[src/rtl/raid_parity_ctrl.sv]
module raid_parity_ctrl #(
  parameter int NDATA = 4,
  parameter int WW    = 16,
  parameter int BW    = 8
) (
  input  logic                     clk,
  input  logic                     rst_n,
  input  logic                     rot_mode,
  input  logic                     fail_en,
  input  logic [$clog2(NDATA+1)-1:0] fail_disk,
  input  logic                     host_req,
  input  logic                     host_we,
  input  logic [BW-1:0]            host_blk,
  input  logic [WW-1:0]            host_wdata,
  output logic                     busy,
  output logic                     done,
  output logic                     err,
  output logic [WW-1:0]            host_rdata,
  output logic [NDATA:0]           dk_req,
  input  logic [NDATA:0]           dk_rdy,
  output logic                     dk_we,
  output logic [BW-1:0]            dk_addr,
  output logic [WW-1:0]            dk_wdata,
  input  logic [NDATA:0]           dk_rvld,
  input  logic [(NDATA+1)*WW-1:0]  dk_rdata
);
  localparam int ND = NDATA + 1;
  localparam int DW = $clog2(ND);

  typedef enum logic [1:0] {S_IDLE, S_REQ, S_WAIT} st_t;
  typedef enum logic [1:0] {K_RD, K_WR, K_RB} kind_t;

  st_t           st;
  kind_t         kind;
  logic [1:0]    step;
  logic [DW-1:0] cd, dd, pd, fd;
  logic [BW-1:0] addr;
  logic [WW-1:0] nd, acc, wd_q, rdata_q;
  logic          we_q, done_q, err_q;

  logic [DW-1:0] m_dd, m_pd, rb_nx;
  logic [BW-1:0] m_stripe;
  logic          rb_last;
  logic [WW-1:0] rsel;

  // parity walks downward from the last disk as the stripe number grows
  always_comb begin
    int s, i, p;
    s = int'(host_blk) / NDATA;
    i = int'(host_blk) % NDATA;
    p = rot_mode ? NDATA - (s % ND) : NDATA;
    m_stripe = BW'(s);
    m_pd     = DW'(p);
    m_dd     = DW'((i < p) ? i : i + 1);
  end

  always_comb begin
    int n;
    n = int'(cd) + 1;
    if (n == int'(fd)) n = n + 1;
    rb_last = (n > NDATA);
    rb_nx   = DW'(n);
  end

  assign rsel       = dk_rdata[cd*WW +: WW];
  assign busy       = (st != S_IDLE);
  assign done       = done_q;
  assign err        = err_q;
  assign host_rdata = rdata_q;
  assign dk_req     = (st == S_REQ) ? (ND'(1) << cd) : '0;
  assign dk_we      = we_q;
  assign dk_addr    = addr;
  assign dk_wdata   = wd_q;

  always_ff @(posedge clk or negedge rst_n) begin
    if (!rst_n) begin
      st <= S_IDLE; kind <= K_RD; step <= '0;
      cd <= '0; dd <= '0; pd <= '0; fd <= '0; addr <= '0;
      nd <= '0; acc <= '0; wd_q <= '0; rdata_q <= '0;
      we_q <= 1'b0; done_q <= 1'b0; err_q <= 1'b0;
    end else begin
      done_q <= 1'b0;
      case (st)
        S_IDLE: if (host_req) begin
          if (host_we && fail_en && (fail_disk == m_dd || fail_disk == m_pd)) begin
            done_q <= 1'b1;
            err_q  <= 1'b1;
          end else begin
            err_q <= 1'b0;
            st    <= S_REQ;
            step  <= '0;
            acc   <= '0;
            we_q  <= 1'b0;
            addr  <= m_stripe;
            dd    <= m_dd;
            pd    <= m_pd;
            nd    <= host_wdata;
            fd    <= fail_disk;
            cd    <= m_dd;
            if (host_we) kind <= K_WR;
            else if (fail_en && fail_disk == m_dd) begin
              kind <= K_RB;
              cd   <= (fail_disk == '0) ? DW'(1) : '0;
            end else kind <= K_RD;
          end
        end
        S_REQ: if (dk_rdy[cd]) begin
          if (!we_q) st <= S_WAIT;
          else if (step == 2'd2) begin
            step <= 2'd3;
            cd   <= pd;
            wd_q <= acc ^ nd;
          end else begin
            st     <= S_IDLE;
            done_q <= 1'b1;
            we_q   <= 1'b0;
          end
        end
        S_WAIT: if (dk_rvld[cd]) begin
          st <= S_REQ;
          case (kind)
            K_RD: begin
              st      <= S_IDLE;
              done_q  <= 1'b1;
              rdata_q <= rsel;
            end
            K_RB: if (rb_last) begin
              st      <= S_IDLE;
              done_q  <= 1'b1;
              rdata_q <= acc ^ rsel;
            end else begin
              acc <= acc ^ rsel;
              cd  <= rb_nx;
            end
            default: if (step == 2'd0) begin
              acc  <= rsel;
              step <= 2'd1;
              cd   <= pd;
            end else begin
              acc  <= acc ^ rsel;
              step <= 2'd2;
              cd   <= dd;
              we_q <= 1'b1;
              wd_q <= nd;
            end
          endcase
        end
        default: st <= S_IDLE;
      endcase
    end
  end
endmodule

[config.mk]
export PLATFORM = sky130hd
export DESIGN_NAME = raid_parity_ctrl
export DESIGN_NICKNAME = d
export VERILOG_FILES = /design/src/rtl/raid_parity_ctrl.sv
export SDC_FILE = /design/constraint.sdc
export NUM_CORES = 1
export LEC_CHECK = 0
export BUFFER_PORTS_ARGS = -buffer_cell sky130_fd_sc_hd__buf_2
export CAP_MARGIN = 15
export CELL_PAD_IN_SITES_DETAIL_PLACEMENT = 1
export CELL_PAD_IN_SITES_GLOBAL_PLACEMENT = 1
export CORE_MARGIN = 1
export CORE_UTILIZATION = 45
export CTS_BUF_LIST = sky130_fd_sc_hd__clkbuf_2
export CTS_CLUSTER_SIZE = 30
export DETAILED_ROUTE_END_ITERATION = 10
export PLACE_DENSITY = 0.9
export SLEW_MARGIN = 5
export SYNTH_ARGS = -nofsm -noshare
export SYNTH_HDL_FRONTEND = slang
export SYNTH_SLANG_ARGS = --single-unit
[constraint.sdc]
create_clock -name clk -period 7 [get_ports clk]
set_input_delay 0.7 -clock clk [delete_from_list [all_inputs] [get_ports clk]]
set_output_delay 0.7 -clock clk [all_outputs]
set_load 0.02 [all_outputs]
==> run summary <==
vias in the first global route -> 6701
# IOs -> 172
max incr delay on CP -> 0.53 ns
Root Driver -> clkbuf_2
CP Class -> in2reg
final worst path period share -> 0.928
vias -> 6419
hold violation count in the final report -> 0
final number of setup-violating endpoints -> 0
synth top area cells -> dfrtp_1 (34%), mux2_2 (7.0%), mux2i_1 (6.4%)
RSZ-0062 raised after global routing -> false
setup bufs post-CTS -> 0
Die X -> 125 um
crit path capture type -> flip-flop
maximum VDD drop -> 0.0668 mV
Setup WS post-layout -> 0.503 ns
Syn Inst Count -> 749
Initial Util -> 0.465
CP Launch Type -> primary input
CTS tree -> done
Starting DRT DRC Count -> 373
commonest non-fill, non-tap cell in the layout -> buf_2
nets -> 1039
latest clock arrival within the worst-skew pair -> 0.63 ns
Cell Pwr Density -> 132 mW/mm^2
critical path arrival -> 7.05 ns
H-tree depth -> 3
I/O Buffers -> 169
CTS sink count -> 91
antenna violations before repair -> 3
most frequent cells in the layout -> buf_2 (168), nand2_1 (92), dfrtp_1 (90)
post-synth top area cell -> dfrtp_1
CTS Buf Count -> 9
vias per cell -> 5.89
Final Util -> 0.543
Multi-input gate area -> 0.00423 sq mm
CP required -> 7.55 ns
Synth Flop Type -> dfrtp_1
status -> finished, final reports clean
fraction of layout cells with a size suffix above 1 -> 0.297
FILL cells -> 1778
GRT Residual Overflow -> 0
final wirelength -> 22100 um
dpl ws -> -0.0898 ns
Netlist cell types -> 79
Slowest-stage cell, CP -> or4_1
core area -> 0.0146 sq mm
Layout Area Growth over Synthesis -> 16.9%
CP max FO -> 28
Yosys reg bits -> 91
HP Class -> in2reg
maxcap violations -> 0
DP Wirelength -> 16500 um
static leakage -> 0.00397 uW
Die ar. -> 0.0156 sq mm
gpl congestion -> 0.940
Sequential Area -> 0.00228 sq mm
largest net degree at the start of global routing -> 49
Seq/Total Area, Yosys -> 0.336
Crit path top cell by count -> ha_1
Pwr Total -> 1050 uW
Core Rows -> 44
Max Slew Vio Count -> 0
Post-synth EDFFs -> 0
syn avg cell area -> 9.05 sq um
Synth warnings -> 0
Clock Pin Slew Worst Setup and Hold Paths -> 0.30 ns
Routed WL per cell -> 20.3 um
Worst-Margin Slew -> 1.02 ns
CTS Buffer Depth -> 2
Synth top area share -> 0.336
Antenna Nets Post-Route -> 0
f_max -> 0.154 GHz
TritonRoute pass-1 iters -> 7
Max-slew headroom -> 0.321
Total GRT Usage -> 0.290
chip height -> 125 um
asr flop ratio synth -> 1.00
Netlist Area Pre-Place -> 0.00678 sq mm
Residual DRC -> 0
first-pass GRT wire length -> 35700 um
Min Clock Period, post-route -> 6.50 ns
clk_skew -> 0.0621 ns
[layer usage]
metal / vias to the layer above / share of wire / GRT usage
li1: 2968 / - / -
met2: 249 / 0.50 / 0.507
met5: - / 0.0010 / 0
met1: 3151 / 0.40 / 0.343
met4: 4 / 0.032 / 0.122
met3: 47 / 0.067 / 0.0610
[repair_timing]
action,in CTS,in global routing
gates resized for setup,0,0
endpoints found under the setup margin,0,0
hold buffers,1,0
hold endpoints to repair,2,0
[logic make-up (layout without fill, tap and decap cells)]
group           count (synthesis)  in the layout  share of synthesized area
compound gates                192            192                      0.202
xor+xnor                       57             57                     0.0737
fa+ha+maj                      16             16                     0.0295
buf+inv                        62            217                     0.0425
flops                          91             91                      0.336
mux                            91             91                      0.146
other cells                     1              3                   0.000553
simple gates                  239            239                      0.169
[synth_stat cells (15+ instances only)]
cell type / number
clkbuf_1: 25
ha_1: 16
nor2_1: 57
mux2_2: 42
nor3_1: 15
xnor2_1: 35
nor2b_1: 26
mux2i_1: 43
inv_1: 16
o21ai_0: 41
a21oi_1: 52
dfrtp_1: 91
xor2_1: 22
nand2_1: 92
[stage by stage]
stage / setup TNS, ns / hold WS (ns) / instance area [sq um] / instances
6_report: 0 / 0.273 / 7920 / 1090
2_1_floorplan: 0 / 0.404 / 6780 / 750
4_1_cts: 0 / 0.226 / 7890 / 1088
5_1_grt: 0 / 0.236 / 7920 / 1090
3_3_place_gp: 0 / 0.460 / 7760 / 1071
3_5_place_dp: -0.661 / 0.472 / 7760 / 1071
[power breakdown]
part | internal, uW | total [uW] | switching (uW)
logic | 93.1 | 222 | 129
clock network | 88.6 | 300 | 211
registers | 527 | 527 | 0
[cell type report]
class,count,area share
Inverter,19,0.00963
Sequential cell,91,0.288
Multi-Input combinational cell,597,0.534
Clock buffer,9,0.00569
Timing Repair Buffer,182,0.124
Antenna cell,1,0.000316
Clock inverter,7,0.0101
Tap cell,184,0.0291
[final timing paths]
| kind | slack [ns] | to | from | cells past startpoint |
|---|---|---|---|---|
| min reg2reg | 0.53 | err$_DFFE_PN0P_ | err$_DFFE_PN0P_ | 2 |
| max reg2reg | 2.00 | acc[13]$_DFFE_PN0P_ | cd[0]$_DFFE_PN0P_ | 12 |
| min in group asynchronous | 0.56 | nd[6]$_DFFE_PN0P_ | rst_n | 2 |
| max in group asynchronous | 5.30 | pd[2]$_DFFE_PN0P_ | rst_n | 3 |
| min | 0.27 | nd[10]$_DFFE_PN0P_ | host_wdata[10] | 2 |
| max | 0.50 | acc[13]$_DFFE_PN0P_ | host_blk[6] | 29 |
[critical path, delay by kind of cell]
family                     cells  cell delay, ns
AOI/OAI and AO/OA             10            2.63
and+or+nand+nor                8            1.54
adders and majority gates      4            1.08
muxes                          2            0.61
buffers and inverters          5            0.49
[registers in the layout (all words and copies together) (netlist names), 3 cells and up]
| register | cells |
|---|---|
| cd | 3 |
| pd | 3 |
| dd | 3 |
| nd | 16 |
| fd | 3 |
| host_rdata | 16 |
| dk_addr | 6 |
| acc | 16 |
| dk_wdata | 16 |
(Power assumes the default switching activity.)
